File: src/rtl/clk_cfg_pkg.sv
package clk_cfg_pkg;
  localparam int CFG_W  = 3;
  localparam int DW     = 8;
  localparam int AW     = 2;
  localparam int IRQ_W  = 2;
  localparam int IRQ_REQ_BIT = 0;
  localparam int IRQ_EN_BIT  = 1;

  localparam logic [AW-1:0] ADDR_CFG = 2'd0;
  localparam logic [AW-1:0] ADDR_KEY = 2'd1;
  localparam logic [AW-1:0] ADDR_IRQ = 2'd2;

  localparam logic [DW-1:0] KEY_INIT = 8'hE5;
  localparam logic [DW-1:0] KEY_A    = 8'hA5;
  localparam logic [DW-1:0] KEY_B    = 8'h5A;

  localparam logic [CFG_W-1:0] CFG_DIRECT    = 3'b001;
  localparam logic [CFG_W-1:0] CFG_PRESCALER = 3'b011;

  typedef enum logic [1:0] {UL_IDLE, UL_HALF, UL_OPEN} ul_state_e;

  function automatic logic is_pll_mode(input logic [CFG_W-1:0] c);
    return !(c == CFG_DIRECT || c == CFG_PRESCALER);
  endfunction
endpackage

File: src/rtl/clk_cfg_unlock.sv
module clk_cfg_unlock
  import clk_cfg_pkg::*;
(
  input  logic          clk_i,
  input  logic          rst_ni,
  input  logic          wr_en_i,
  input  logic [AW-1:0] wr_addr_i,
  input  logic [DW-1:0] wr_data_i,
  output logic          cfg_locked_o
);
  ul_state_e state_q, state_d;
  logic      done_q, done_d;
  logic      key_wr;

  assign key_wr = wr_en_i && (wr_addr_i == ADDR_KEY);

  always_comb begin
    state_d = state_q;
    done_d  = done_q;
    if (wr_en_i) begin
      state_d = UL_IDLE;
      if (key_wr && wr_data_i == KEY_INIT) done_d = 1'b1;
      else if (key_wr && wr_data_i == KEY_A && state_q == UL_IDLE) state_d = UL_HALF;
      else if (key_wr && wr_data_i == KEY_B && state_q == UL_HALF) state_d = UL_OPEN;
    end
  end

  always_ff @(posedge clk_i or negedge rst_ni) begin
    if (!rst_ni) begin
      state_q <= UL_IDLE;
      done_q  <= 1'b0;
    end else begin
      state_q <= state_d;
      done_q  <= done_d;
    end
  end

  assign cfg_locked_o = done_q && (state_q != UL_OPEN);


  a_r8_init_locks: assert property (@(posedge clk_i) disable iff (!rst_ni)
    key_wr && wr_data_i == KEY_INIT |=> cfg_locked_o);
  // a key pair opens exactly one window
  a_r9_window_closes: assert property (@(posedge clk_i) disable iff (!rst_ni)
    !cfg_locked_o && done_q && wr_en_i && !(key_wr && wr_data_i == KEY_INIT) |=> cfg_locked_o);
endmodule

File: src/rtl/clk_cfg_core.sv
module clk_cfg_core
  import clk_cfg_pkg::*;
#(
  parameter logic [CFG_W-1:0] RST_CFG = CFG_DIRECT
) (
  input  logic             clk_i,
  input  logic             rst_ni,
  input  logic             cfg_we_i,
  input  logic [CFG_W-1:0] cfg_wdata_i,
  input  logic             pll_lock_i,
  output logic [CFG_W-1:0] cfg_o,
  output logic             lock_o,
  output logic             req_set_o
);
  logic [CFG_W-1:0] cfg_q;
  logic             lock_q, lock_d, pll_prev_q, changed;

  assign changed   = cfg_we_i && (cfg_wdata_i != cfg_q);
  assign req_set_o = changed && is_pll_mode(cfg_wdata_i);

  always_comb begin
    if (changed || !is_pll_mode(cfg_q)) lock_d = 1'b0;
    else lock_d = pll_lock_i && (lock_q || !pll_prev_q);
  end

  always_ff @(posedge clk_i or negedge rst_ni) begin
    if (!rst_ni) begin
      cfg_q      <= RST_CFG;
      lock_q     <= 1'b0;
      pll_prev_q <= 1'b0;
    end else begin
      if (changed) cfg_q <= cfg_wdata_i;
      lock_q     <= lock_d;
      pll_prev_q <= pll_lock_i;
    end
  end

  assign cfg_o  = cfg_q;
  assign lock_o = lock_q;


  a_r2_change_drops_lock: assert property (@(posedge clk_i) disable iff (!rst_ni)
    cfg_we_i && cfg_wdata_i != cfg_o && is_pll_mode(cfg_wdata_i) |=> !lock_o);

  a_r3_same_value_stable: assert property (@(posedge clk_i) disable iff (!rst_ni)
    cfg_we_i && cfg_wdata_i == cfg_o |=> $stable(cfg_o) && $stable(lock_o));

  a_r4_direct_never_locks: assert property (@(posedge clk_i) disable iff (!rst_ni)
    !is_pll_mode(cfg_o) |-> !lock_o);
endmodule

File: src/rtl/clk_cfg_irq.sv
module clk_cfg_irq
  import clk_cfg_pkg::*;
(
  input  logic             clk_i,
  input  logic             rst_ni,
  input  logic             set_i,
  input  logic             sw_we_i,
  input  logic [IRQ_W-1:0] sw_data_i,
  input  logic [IRQ_W-1:0] sw_mask_i,
  output logic             req_o,
  output logic             irq_o
);
  logic [IRQ_W-1:0] node_q, node_d;

  always_comb begin
    node_d = node_q;
    if (sw_we_i) node_d = (node_q & ~sw_mask_i) | (sw_data_i & sw_mask_i);
    if (set_i) node_d[IRQ_REQ_BIT] = 1'b1;
  end

  always_ff @(posedge clk_i or negedge rst_ni) begin
    if (!rst_ni) node_q <= '0;
    else         node_q <= node_d;
  end

  assign req_o = node_q[IRQ_REQ_BIT];
  assign irq_o = node_q[IRQ_REQ_BIT] & node_q[IRQ_EN_BIT];

  // hardware set wins over a software clear
  a_r6_set_wins: assert property (@(posedge clk_i) disable iff (!rst_ni)
    set_i |=> req_o);
  // unmasked bits keep their value
  a_r6_mask_holds: assert property (@(posedge clk_i) disable iff (!rst_ni)
    sw_we_i && !sw_mask_i[IRQ_REQ_BIT] && !set_i |=> $stable(req_o));
endmodule

File: src/rtl/clk_cfg_ctrl.sv
module clk_cfg_ctrl
  import clk_cfg_pkg::*;
#(
  parameter logic [2:0] RST_CFG = 3'b001
) (
  input  logic       clk_i,
  input  logic       rst_ni,
  input  logic       wr_en_i,
  input  logic [1:0] wr_addr_i,
  input  logic [7:0] wr_data_i,
  input  logic [1:0] wr_mask_i,
  input  logic       pll_lock_i,
  input  logic       osc_miss_i,
  output logic [2:0] cfg_o,
  output logic       lock_o,
  output logic       irq_req_o,
  output logic       irq_o,
  output logic       cfg_locked_o
);
  logic cfg_we, irq_we, req_set;

  assign cfg_we = wr_en_i && (wr_addr_i == ADDR_CFG) && !cfg_locked_o;
  assign irq_we = wr_en_i && (wr_addr_i == ADDR_IRQ);

  clk_cfg_unlock u_unlock (
    .clk_i, .rst_ni, .wr_en_i, .wr_addr_i, .wr_data_i,
    .cfg_locked_o
  );

  clk_cfg_core #(.RST_CFG(RST_CFG)) u_core (
    .clk_i, .rst_ni,
    .cfg_we_i   (cfg_we),
    .cfg_wdata_i(wr_data_i[CFG_W-1:0]),
    .pll_lock_i,
    .cfg_o,
    .lock_o,
    .req_set_o  (req_set)
  );

  clk_cfg_irq u_irq (
    .clk_i, .rst_ni,
    .set_i    (req_set | osc_miss_i),
    .sw_we_i  (irq_we),
    .sw_data_i(wr_data_i[IRQ_W-1:0]),
    .sw_mask_i(wr_mask_i),
    .req_o    (irq_req_o),
    .irq_o
  );


  a_r8_locked_ignores: assert property (@(posedge clk_i) disable iff (!rst_ni)
    cfg_locked_o && wr_en_i && wr_addr_i == ADDR_CFG |=> $stable(cfg_o));

  a_r10_osc_sets_req: assert property (@(posedge clk_i) disable iff (!rst_ni)
    osc_miss_i && !(wr_en_i && wr_addr_i == ADDR_CFG) |=> irq_req_o && $stable(cfg_o));

  a_r7_line_needs_req: assert property (@(posedge clk_i) disable iff (!rst_ni)
    irq_o |-> irq_req_o);
endmodule

File: config.mk
export PLATFORM = sky130hd
export DESIGN_NAME = clk_cfg_ctrl
export DESIGN_NICKNAME = d
export VERILOG_FILES = /design/src/rtl/clk_cfg_pkg.sv /design/src/rtl/clk_cfg_unlock.sv /design/src/rtl/clk_cfg_core.sv /design/src/rtl/clk_cfg_irq.sv /design/src/rtl/clk_cfg_ctrl.sv
export SDC_FILE = /design/constraint.sdc
export NUM_CORES = 1
export LEC_CHECK = 0
export BUFFER_PORTS_ARGS = -buffer_cell sky130_fd_sc_hd__buf_2
export CORE_MARGIN = 2
export CORE_UTILIZATION = 39
export DETAILED_ROUTE_END_ITERATION = 6
export GPL_TIMING_DRIVEN = 0
export PLACE_DENSITY_LB_ADDON = 0.15
export SLEW_MARGIN = 15
export SYNTH_ARGS = -nofsm -noshare
export SYNTH_HDL_FRONTEND = slang
export SYNTH_HIERARCHICAL = 1
export SYNTH_SLANG_ARGS = --single-unit
File: constraint.sdc
create_clock -name clk_i -period 1.49 [get_ports clk_i]
set_input_delay 0.0745 -clock clk_i [delete_from_list [all_inputs] [get_ports clk_i]]
set_output_delay 0.0745 -clock clk_i [all_outputs]
set_load 0.05 [all_outputs]
==> summary.md <==
| Metric | Value |
|---|---|
| Gr usage total | between 15 and 20% |
| Full die area | 1710 um2 |
| CP Data Required Time | between 1.5 and 2 ns |
| CTS tree | built |
| CP top delay family | flip-flops |
| Final min period | about 1.5 ns |
| Fin. max-slew vios | 0 |
| Critical Path Fanout Max | 2 |
| Unique masters post-synth | 28 |
| PD cells | between 900 and 1000 nW/um2 |
| Cts bufs inserted | 3 |
| Failing checks | negative setup slack |
| Unrepaired setup endpoints after global routing | yes |
| Row cnt | 13 |
| Largest family of logic cells by synthesized area | simple AND/OR/NAND/NOR gates |
| Complex-gate fraction of the synthesized area | a little over an eighth |
| Count of state elements after synthesis | 10 |
| Sequential Power Share | 41.2% |
| Fin crit share | 103% |
| Synthesized area | approximately 550 um2 |
| Clock slew at reported path FFs | approximately 0.07 ns |
| IO Pins | 24 |
| Simple-gate share of the synthesized area | 27.1% |
| Initial drt markers | 4 |
| Placed cell areas | around 700 um2 |
| Vias in the first global route | 530 |
| Peak supply drop | about 0.52 mV |
| Clock Tree Root | clkbuf_4 |
| CP Launch Type | flop |
| Reg-to-reg slack, setup | -0.04 ns |
| DR vias | 514 |
| Post-route setup TNS | -0.0423 ns |
| Syn Area/Cell | between 10 and 15 um2 |
| Initial antenna violation count | 0 |
| Post-Synth XOR/XNOR Area | 4.82% |
| H-tree Lvls | 1 |
| Outcome | complete, but fails checks |
| DPL Wire Length | just over 900 um |
| Critical path class | reg -> reg |
| Clock skew | a little over 0.007 ns |
| Mux contribution to synthesized area | under 10% |
| Util after Layout | between 60% and 70% |
| Vias per cell | between 5 and 6 |
| Sw Share | a little over a third |
| Layout cells sized above 1 | 49.4% |
| NetSw | approximately 0.27 mW |
| # placed instances | 85 |
| Die X | ~41 um |
| Final worst setup slack | -0.0423 ns |
| WP data arrival | ~1.7 ns |
| Max cap viols | 0 |
| Post-synthesis sequential area ratio | between 40% and 50% |
| Post-Layout Inst Area | around 800 um2 |
| Final Wtd Congestion | 0.718 |
| Hold WC Path Type | in -> reg |
| ANT nets after route | 0 |
| Core footprint | between 1000 and 1500 um2 |
| Max stage delay on crit path | between 0.5 and 0.6 ns |
| Reg area | ~250 um2 |
| Pre-CTS setup slack | -0.0933 ns |
| Clk_lat worst skew | between 0.2 and 0.3 ns |
| Largest area contributor in the netlist | dfrtp_1 |
| CP max-delay cell | dfstp_2 |
| Clk network pwr share | between 20% and 30% |
| Drt wl/cell | roughly 13 um |
| Synth area leaders | dfrtp_1, nor4b_2, dfstp_2 |
| Pin count of the biggest net entering global routing | 11 |
| Die H | 41.4 um |
| First-pass GRT wire length | 2280 um |
| Clk sinks | 10 |
| Drt first pass iters | 4 |
| Max Freq | between 600 and 700 MHz |
| Clock Path Buffers | 2 |
| Antenna fix cells | 0 |
| Endpoints failing hold | 0 |
| Synth top area share | roughly two fifths |
| Area grow syn2layout | 44.0% |
| Setup violations, final | 1 |
| Port Buffers | 23 |
| Int Pwr | 0.506 mW |
| Warnings, synthesis | 6 |
| Crit end category | flop |
| Critical-path cell list | xnor2_1 > nand3_1 > and3_1 > or2_4 > a311o_1 |
| Comb power frac | 33.4% |
| Total power | slightly below 0.8 mW |
| Worst hold slack | between 0.07 and 0.08 ns |
| Starting density of the core | around two fifths |
| Slew @ Worst Pin | about 0.33 ns |
| Fin nets | 99 |
| Leakage | roughly 0.38 nW |
| DRC | 0 |
| Mapped Cells | 47 |
| Synth Area in Adders | 0% |
| Area of the multi-input gates | roughly 300 um2 |
| Buf/Inv on CP | 0 |
| Layout fillers | 124 |
| Post-Layout Cell Count | 96 |
| Syn Nets | 64 |
| Final wirelength | 1280 um |
| Slew headroom | between 70% and 80% |
| GRT overflow | 0 |
==> cell families after synthesis <==
kind of cell	Yosys count
buffers and inverters	4
XOR/XNOR	3
AO/OA/AOI/OAI	9
AND/OR/NAND/NOR	18
multiplexers	3
flip-flops	10
==> layer usage <==
layer | share of wire [%] | vias up | track usage, %
met5 | 0 | - | 0
met4 | 1.2 | 0 | 7.74
met3 | 5.1 | 4 | 3.91
met2 | 49 | 18 | 29.4
met1 | 44 | 245 | 20.6
li1 | - | 247 | -
==> cell usage in the layout, fill, tap and decap left out, types with 2 or more instances in the layout <==
cell and n:
nand2_1 2, o21ai_0 2, and4bb_1 2, dfrtp_1 9
inv_1 3, xnor2_1 3, buf_4 5, mux2_1 2
buf_2 23, dlygate4sd3_1 2, nand4_1 2, clkbuf_4 3
==> path summary, 6_finish.rpt <==
path / depth (start not counted) / to / from
max: 5 / u_irq/node_q[0] / u_core/cfg_o[0]
min: 2 / u_irq/node_q[0] / wr_mask_i[0]
max reg2reg: 5 / u_irq/node_q[0] / u_core/cfg_o[0]
min reg2reg: 1 / u_unlock/done_q / u_unlock/done_q
max in group asynchronous: 2 / u_core/cfg_o[0] / rst_ni
min in group asynchronous: 2 / u_irq/node_q[0] / rst_ni
==> registers in the layout, summed over array words and instances (netlist names), named ones only <==
name / count
u_core/pll_prev_q: 1
u_unlock/state_q: 2
u_core/lock_o: 1
u_core/cfg_o: 3
u_irq/node_q: 1
u_unlock/done_q: 1
==> Yosys cell counts (all sizes together) <==
library cell / instances
dfrtp: 9
inv: 4
mux2: 3
xnor2: 3
a21boi: 2
and4bb: 2
nand2: 2
nand4: 2
nor4b: 2
o21ai: 2
a21oi: 1
a311o: 1
a41o: 1
and2: 1
and2b: 1
and3: 1
and3b: 1
and4b: 1
dfstp: 1
nand2b: 1
nand3: 1
nand4b: 1
nor2b: 1
o221ai: 1
o22ai: 1
or2: 1
==> area by class of cell <==
class | instances | share of cell area (%)
inverters | 4 | 1.91
multi-input cells | 33 | 38.4
repair buffers | 30 | 22.0
flip-flops and latches | 10 | 32.0
well taps | 15 | 2.39
clock buffers | 4 | 3.34
==> power by group through the flow <==
stage | Combinational, mW | Sequential (mW) | Clock [mW]
finish | 0.260 | 0.321 | 0.198
global route | 0.281 | 0.323 | 0.225
CTS | 0.251 | 0.320 | 0.207
detailed placement | 0.231 | 0.327 | 0
global placement | 0.229 | 0.325 | 0
floorplan | 0.0920 | 0.392 | 0
==> what timing repair did <==
item                                    4_1_cts  5_1_grt
endpoints found under the setup margin        1        3
endpoints found under the hold margin        11        0
pin swaps                                     0        1
resized for setup                             1        1
setup buffers                                 3        2
cloned                                        0        0
hold buffers                                  2        0
Power figures use the tool's default switching activity.
